**src/rtl/uart_rx_addr_pkg.sv**
```systemverilog
package uart_rx_addr_pkg;

   localparam int DATA_W = 8;

   typedef enum logic [1:0] {
      ST_IDLE,
      ST_START,
      ST_DATA,
      ST_STOP
   } rx_state_t;

   typedef struct packed {
      logic              ferr;
      logic              bit9;
      logic [DATA_W-1:0] data;
   } rx_entry_t;

   localparam int ENTRY_W = $bits(rx_entry_t);

endpackage

```
**src/rtl/rx_baud_gen.sv**
```systemverilog
module rx_baud_gen #(
   parameter int DIV_W    = 8,
   parameter int SLOW_PRE = 4
) (
   input  logic             clk,
   input  logic             rst_n,
   input  logic             fast,
   input  logic [DIV_W-1:0] div,
   output logic             os_tick
);

   logic             pre_tick;
   logic [DIV_W-1:0] dcnt;

   generate
      if (SLOW_PRE > 1) begin : g_pre
         localparam int PW = $clog2(SLOW_PRE);
         logic [PW-1:0] pcnt;
         always_ff @(posedge clk or negedge rst_n) begin
            if (!rst_n)
               pcnt <= '0;
            else if (pcnt == PW'(SLOW_PRE - 1))
               pcnt <= '0;
            else
               pcnt <= pcnt + 1'b1;
         end
         assign pre_tick = fast | (pcnt == PW'(SLOW_PRE - 1));
      end else begin : g_nopre
         assign pre_tick = 1'b1;
      end
   endgenerate

   always_ff @(posedge clk or negedge rst_n) begin
      if (!rst_n) begin
         dcnt    <= '0;
         os_tick <= 1'b0;
      end else begin
         os_tick <= 1'b0;
         if (pre_tick) begin
            if (dcnt >= div) begin
               dcnt    <= '0;
               os_tick <= 1'b1;
            end else begin
               dcnt <= dcnt + 1'b1;
            end
         end
      end
   end

endmodule

```
**src/rtl/rx_sync.sv**
```systemverilog
module rx_sync #(
   parameter int STAGES = 2
) (
   input  logic clk,
   input  logic rst_n,
   input  logic d,
   output logic q
);

   generate
      if (STAGES <= 1) begin : g_one
         logic r;
         always_ff @(posedge clk or negedge rst_n) begin
            if (!rst_n) r <= 1'b1;
            else        r <= d;
         end
         assign q = r;
      end else begin : g_chain
         logic [STAGES-1:0] chain;
         always_ff @(posedge clk or negedge rst_n) begin
            if (!rst_n) chain <= '1;
            else        chain <= {chain[STAGES-2:0], d};
         end
         assign q = chain[STAGES-1];
      end
   endgenerate

endmodule

```
**src/rtl/rx_frame.sv**
```systemverilog
module rx_frame
   import uart_rx_addr_pkg::*;
#(
   parameter int OSR = 16
) (
   input  logic              clk,
   input  logic              rst_n,
   input  logic              run,
   input  logic              os_tick,
   input  logic              rxd,
   input  logic              nine,
   output logic              done,
   output logic [DATA_W-1:0] frm_data,
   output logic              frm_bit9,
   output logic              frm_ferr,
   output logic              frm_nine
);

   localparam int OSW = $clog2(OSR);
   localparam int MID = OSR / 2;

   rx_state_t     st;
   logic [OSW-1:0] oc;
   logic [3:0]     bi;
   logic [DATA_W:0] sh;
   logic [1:0]     ones;
   logic           nine_q;
   logic           ferr_q;
   logic           bit_v;
   logic [3:0]     nbits;

   assign bit_v = ({1'b0, ones} + {2'b00, rxd}) >= 3'd2;
   assign nbits = nine_q ? 4'd9 : 4'd8;

   always_ff @(posedge clk or negedge rst_n) begin
      if (!rst_n) begin
         st     <= ST_IDLE;
         oc     <= '0;
         bi     <= '0;
         sh     <= '0;
         ones   <= '0;
         nine_q <= 1'b0;
         ferr_q <= 1'b0;
         done   <= 1'b0;
      end else begin
         done <= 1'b0;
         if (!run) begin
            st   <= ST_IDLE;
            oc   <= '0;
            ones <= '0;
         end else if (os_tick) begin
            if (st == ST_IDLE) begin
               if (!rxd) begin
                  st     <= ST_START;
                  oc     <= OSW'(1);
                  ones   <= '0;
                  bi     <= '0;
                  nine_q <= nine;
               end
            end else begin
               if (oc == OSW'(MID - 1) || oc == OSW'(MID))
                  ones <= ones + {1'b0, rxd};
               if (oc == OSW'(MID + 1)) begin
                  ones <= '0;
                  case (st)
                     ST_START: if (bit_v) st <= ST_IDLE;
                     ST_DATA: begin
                        sh <= {bit_v, sh[DATA_W:1]};
                        bi <= bi + 1'b1;
                     end
                     ST_STOP: begin
                        done   <= 1'b1;
                        ferr_q <= !bit_v;
                        st     <= ST_IDLE;
                     end
                     default: st <= ST_IDLE;
                  endcase
               end
               if (oc == OSW'(OSR - 1)) begin
                  oc <= '0;
                  if (st == ST_START)
                     st <= ST_DATA;
                  else if (st == ST_DATA && bi == nbits)
                     st <= ST_STOP;
               end else begin
                  oc <= oc + 1'b1;
               end
            end
         end
      end
   end

   assign frm_data = nine_q ? sh[DATA_W-1:0] : sh[DATA_W:1];
   assign frm_bit9 = nine_q & sh[DATA_W];
   assign frm_ferr = ferr_q;
   assign frm_nine = nine_q;

endmodule

```
**src/rtl/rx_fifo.sv**
```systemverilog
module rx_fifo #(
   parameter int DEPTH = 2,
   parameter int W     = 10
) (
   input  logic         clk,
   input  logic         rst_n,
   input  logic         push,
   input  logic [W-1:0] wdata,
   input  logic         pop,
   output logic [W-1:0] rdata,
   output logic         empty,
   output logic         full
);

   localparam int AW = (DEPTH > 1) ? $clog2(DEPTH) : 1;

   logic [W-1:0]  mem [DEPTH];
   logic [AW-1:0] wptr, rptr;
   logic [AW:0]   cnt;
   logic          do_push, do_pop;

   assign empty   = (cnt == '0);
   assign full    = (cnt == (AW+1)'(DEPTH));
   assign do_push = push & !full;
   assign do_pop  = pop & !empty;

   generate
      for (genvar g = 0; g < DEPTH; g++) begin : g_slot
         always_ff @(posedge clk or negedge rst_n) begin
            if (!rst_n)
               mem[g] <= '0;
            else if (do_push && wptr == AW'(g))
               mem[g] <= wdata;
         end
      end
   endgenerate

   always_ff @(posedge clk or negedge rst_n) begin
      if (!rst_n) begin
         wptr <= '0;
         rptr <= '0;
         cnt  <= '0;
      end else begin
         if (do_push)
            wptr <= (wptr == AW'(DEPTH - 1)) ? '0 : wptr + 1'b1;
         if (do_pop)
            rptr <= (rptr == AW'(DEPTH - 1)) ? '0 : rptr + 1'b1;
         if (do_push && !do_pop)
            cnt <= cnt + 1'b1;
         else if (do_pop && !do_push)
            cnt <= cnt - 1'b1;
      end
   end

   assign rdata = mem[rptr];

endmodule

```
**src/rtl/uart_rx_addr.sv**
```systemverilog
module uart_rx_addr
   import uart_rx_addr_pkg::*;
#(
   parameter int DIV_W       = 8,
   parameter int OSR         = 16,
   parameter int SLOW_PRE    = 4,
   parameter int FIFO_DEPTH  = 2,
   parameter int SYNC_STAGES = 2
) (
   input  logic              clk,
   input  logic              rst_n,
   input  logic              rx_i,
   input  logic              port_en,
   input  logic              cont_rx,
   input  logic              nine_bit,
   input  logic              addr_filt,
   input  logic              fast_clk,
   input  logic [DIV_W-1:0]  baud_div,
   input  logic              irq_en,
   input  logic              pop,
   output logic [DATA_W-1:0] head_data,
   output logic              head_bit9,
   output logic              head_ferr,
   output logic              data_ready,
   output logic              overrun,
   output logic              irq
);

   initial begin
      assert (OSR >= 12 && (OSR % 2) == 0)
         else $error("uart_rx_addr: OSR must be even and at least 12");
      assert (FIFO_DEPTH >= 1)
         else $error("uart_rx_addr: FIFO_DEPTH must be at least 1");
      assert (SLOW_PRE >= 1 && DIV_W >= 1)
         else $error("uart_rx_addr: bad divider parameters");
   end

   logic              os_tick;
   logic              rxd;
   logic              run;
   logic              ovr_q;
   logic              frm_done;
   logic [DATA_W-1:0] frm_data;
   logic              frm_bit9;
   logic              frm_ferr;
   logic              frm_nine;
   logic              frm_drop;
   logic              fifo_full;
   logic              fifo_empty;
   logic              fifo_push;
   rx_entry_t         wr_ent;
   rx_entry_t         rd_ent;

   assign run = port_en & cont_rx & !ovr_q;

   rx_baud_gen #(.DIV_W(DIV_W), .SLOW_PRE(SLOW_PRE)) u_baud (
      .clk     (clk),
      .rst_n   (rst_n),
      .fast    (fast_clk),
      .div     (baud_div),
      .os_tick (os_tick)
   );

   rx_sync #(.STAGES(SYNC_STAGES)) u_sync (
      .clk   (clk),
      .rst_n (rst_n),
      .d     (rx_i),
      .q     (rxd)
   );

   rx_frame #(.OSR(OSR)) u_frame (
      .clk      (clk),
      .rst_n    (rst_n),
      .run      (run),
      .os_tick  (os_tick),
      .rxd      (rxd),
      .nine     (nine_bit),
      .done     (frm_done),
      .frm_data (frm_data),
      .frm_bit9 (frm_bit9),
      .frm_ferr (frm_ferr),
      .frm_nine (frm_nine)
   );

   assign frm_drop  = addr_filt & frm_nine & !frm_bit9;
   assign fifo_push = frm_done & !frm_drop & !fifo_full;

   assign wr_ent.ferr = frm_ferr;
   assign wr_ent.bit9 = frm_bit9;
   assign wr_ent.data = frm_data;

   rx_fifo #(.DEPTH(FIFO_DEPTH), .W(ENTRY_W)) u_fifo (
      .clk   (clk),
      .rst_n (rst_n),
      .push  (fifo_push),
      .wdata (wr_ent),
      .pop   (pop),
      .rdata (rd_ent),
      .empty (fifo_empty),
      .full  (fifo_full)
   );

   always_ff @(posedge clk or negedge rst_n) begin
      if (!rst_n)
         ovr_q <= 1'b0;
      else if (!cont_rx || !port_en)
         ovr_q <= 1'b0;
      else if (frm_done && !frm_drop && fifo_full)
         ovr_q <= 1'b1;
   end

   assign head_data  = rd_ent.data;
   assign head_bit9  = rd_ent.bit9;
   assign head_ferr  = rd_ent.ferr;
   assign data_ready = !fifo_empty;
   assign overrun    = ovr_q;
   assign irq        = data_ready & irq_en;

endmodule

```
**config.mk**
```make
export PLATFORM = sky130hd
export DESIGN_NAME = uart_rx_addr
export DESIGN_NICKNAME = d
export VERILOG_FILES = /design/src/rtl/uart_rx_addr_pkg.sv /design/src/rtl/rx_baud_gen.sv /design/src/rtl/rx_sync.sv /design/src/rtl/rx_frame.sv /design/src/rtl/rx_fifo.sv /design/src/rtl/uart_rx_addr.sv
export SDC_FILE = /design/constraint.sdc
export NUM_CORES = 1
export LEC_CHECK = 0
export ABC_AREA = 1
export CAP_MARGIN = 40
export CORE_MARGIN = 4
export CORE_UTILIZATION = 52
export DETAILED_ROUTE_END_ITERATION = 8
export HOLD_SLACK_MARGIN = 0.02
export PLACE_DENSITY_LB_ADDON = 0.1
export SLEW_MARGIN = 0
export SYNTH_ARGS = -nofsm -noshare
export SYNTH_HDL_FRONTEND = slang
export SYNTH_HIERARCHICAL = 1
export SYNTH_SLANG_ARGS = --single-unit
```
**constraint.sdc**
```tcl
create_clock -name clk -period 2 [get_ports clk]
set_input_delay 0.6 -clock clk [delete_from_list [all_inputs] [get_ports clk]]
set_output_delay 0.6 -clock clk [all_outputs]
set_load 0.005 [all_outputs]
```
==> out/results.tsv <==
stage	metric	value	unit
setup_path	CP arrival	1340	ps
cells_and_area	post-route design area	4390	um2
die	io pins	31	
setup_path	worst r2r path cells	10	
logic_synthesis	Distinct cells, synth	38	
setup_path	Reg2Reg Launch Point	u_frame/frm_nine	
logic_synthesis	mapped cell area	3580	um2
route	vias per inst	5.19	
cells_and_area	register area	1560	um2
power	PwrDens	737	nW/um2
logic_synthesis	share of the synthesized area in the top cell type	42.0	%
setup_path	element type at the critical path end	output port	
logic_synthesis	post-synth top area cell	dfrtp_1	
route	via count	3043	
global_route	met2 Use GR	33.8	%
logic_synthesis	Seq/Total Area, Yosys	43.4	%
cells_and_area	diode count	0	
power	Pleak	2.37	nW
logic_synthesis	Post-synth ARST share	100	%
placed_design	placed cell count	561	
route	DR iter-0 viols	109	
global_route	largest net degree at the start of global routing	24	
global_route	grt ovf	0	
die	CORE AREA	6530	um2
sta	Rel. slew slack	63.8	%
sta	Setup-failing EPs final	0	
global_route	GRT met3 Usage	5.45	%
die	Initial Util	54.8	%
cells_and_area	Non-Filler Instances	586	
logic_synthesis	Synth Flop Type	dfrtp_1	
logic_synthesis	EDFF count, synth	0	
logic_synthesis	Ys Warns	6	
die	Core Rows	29	
worst_hold_path	min-delay worst type	input pin to async pin	
die	Die Span Y	90.9	um
cells_and_area	synth-to-layout area growth	22.8	%
clock_tree	cts hold-fix bufs	0	
sta	Final Hold Viols	0	
run_status	status	finished clean	
placed_design	post-DP HPWL	5.40	mm
global_route	met1 usage	22.3	%
placed_design	pre-CTS WS	-277	ps
clock_tree	CTS Buf Count	9	
logic_synthesis	Synthesized Nets	484	
global_route	busiest grt layer	met2	
setup_path	largest fanout on the critical path	6	
placed_design	IO Port Bufs	30	
setup_path	startpoint types	flop	
cells_and_area	most common cell after layout, fill and taps aside	nand2_1	
setup_path	WS Path Type	flop to output port	
die	die width	90.9	um
clock_tree	clk sinks	62	
setup_path	Reg2Reg Setup Slack	220	ps
cells_and_area	# fillers	554	
global_route	first-pass GRT wire length	12.9	mm
cells_and_area	fin nets	545	
logic_synthesis	Syn Area/Cell	8.06	um2
logic_synthesis	ranking of synthesized cells by area	dfrtp_1 (42%), nand2_1 (16%), ha_1 (7.7%)	
sta	min cycle time layout	1940	ps
power	total power	3.24	mW
logic_synthesis	Syn Inst Count	444	
route	residual DRC count	0	
sta	post-route clock period utilization	96.9	%
sta	f_max	516	MHz
global_route	vias in the first global route	2950	
setup_path	Crit path required time	1400	ps
clock_tree	TritonCTS clock tree	done	
cells_and_area	final core occ	67.3	%
cells_and_area	most frequent cells in the layout	nand2_1 (153), dfrtp_1 (57), inv_1 (54), buf_4 (28), nand4_1 (27)	
route	wire length per cell	12.6	um
setup_path	reg-to-reg critical path endpoint	u_fifo/mem[0]	
route	first drt pass iteration count	4	
clock_tree	clock root buffer	clkbuf_8	
clock_tree	clock tree buffer depth	2	
route	post-route ant nets	0	
sta	final-report max-slew violation count	0	
cells_and_area	footprint of the multi-input gates	1710	um2
job	number of max-cap violations	0	
global_route	initial antenna violation count	0	
global_route	GRT Util Overall	19.2	%
logic_synthesis	#FFs+latches synth	62	
route	final WL	7.40	mm
cells_and_area	layout cells sized above 1	20.2	%
power	worst IR drop on VDD	0.523	mV
sta	worst-margin pin slew	544	ps
clock_tree	Clock transition at path regs	70	ps
die	die footprint	8270	um2
clock_tree	H-tree Lvls	3	
sta	final setup margin	61.1	ps
placed_design	dpl cell area	4080	um2
sta	Worst Skew	10.7	ps
clock_tree	later-pin clock latency in the skew report	330	ps
sta	RSZ-0062 raised after global routing	yes	
placed_design	GPL Wtd Cong	0.880	
-- synth_stat cells (3+ instances only) --
master / count
a21oi_1: 8
a21oi_2: 3
buf_2: 5
buf_6: 4
clkbuf_1: 3
dfrtp_1: 60
ha_1: 22
inv_1: 55
inv_2: 6
nand2_1: 155
nand2_2: 7
nand3_1: 12
nand3_2: 4
nand4_1: 27
nor2_1: 10
nor2_2: 4
nor2_4: 3
o21ai_0: 23
o21ai_1: 4
o21ai_2: 4
xnor2_1: 4
-- final cells by class --
type / instances / area share, %
multi-input cells: 306 / 39.0
clock buffers: 12 / 3.53
repair buffers: 63 / 12.7
inverters: 63 / 5.58
well taps: 77 / 2.19
clock inverters: 3 / 1.54
flip-flops and latches: 62 / 35.5
-- power breakdown --
part	switching, mW	leakage [nW]	internal (mW)
Clock	0.463	0.109	0.764
Sequential	0.112	0.794	1.33
Combinational	0.326	1.47	0.239
Total	0.901	2.37	2.34
-- cells by family after synthesis --
logic type / Yosys count / synth area share, %
buffers and inverters: 76 / 9.20
multiplexers: 1 / 0.315
AO/OA/AOI/OAI: 47 / 7.84
XOR/XNOR: 6 / 1.47
AND/OR/NAND/NOR: 230 / 30.0
flip-flops: 62 / 43.4
adder cells (fa/ha/maj): 22 / 7.69
-- flip-flops by register name, indices dropped and copies added (netlist names), 2 cells and up --
register and cells:
u_baud/g_pre.pcnt 2, u_sync/g_chain.chain 2, u_frame/ones 2, u_frame/oc 4
u_frame/st 2, u_frame/sh 9, u_frame/bi 4, u_baud/dcnt 8
u_fifo/cnt 2, u_fifo/mem 20
-- what timing repair did --
item,4_1_cts,5_1_grt
buffers inserted,2,7
setup endpoints to repair,12,6
resized for setup,18,25
gates cloned,1,0
-- stage by stage --
stage	hold slack [ps]	setup TNS, ps
5_1_grt	258	-61.1
4_1_cts	243	-267
3_5_place_dp	349	-7140
2_1_floorplan	304	0
3_3_place_gp	346	-5700
6_report	250	0
-- routing by layer --
layer | share of wire [%] | vias to the layer above
li1 | - | 1540
met5 | 0 | -
met2 | 53 | 44
met4 | 1.7 | 0
met3 | 2.9 | 14
met1 | 43 | 1445
-- worst max path at each step --
stage,startpoint,to,slack (ps),cells after the start
3_3_place_gp,irq_en,irq,-260,4
2_1_floorplan,u_frame/frm_nine,u_fifo/cnt[1],40,15
6_report,u_fifo/rptr,head_ferr,60,5
3_5_place_dp,irq_en,irq,-280,4
4_1_cts,u_fifo/rptr,head_data[3],-140,4
5_1_grt,u_fifo/rptr,head_ferr,-50,5
-- critical path, stage by stage (launching register included) --
cell and delay [ps]:
dfrtp_2 450, buf_6 130, buf_6 120, nand2_1 50
nand2_1 50, clkdlybuf4s15_1 190
Power figures use the tool's default switching activity.
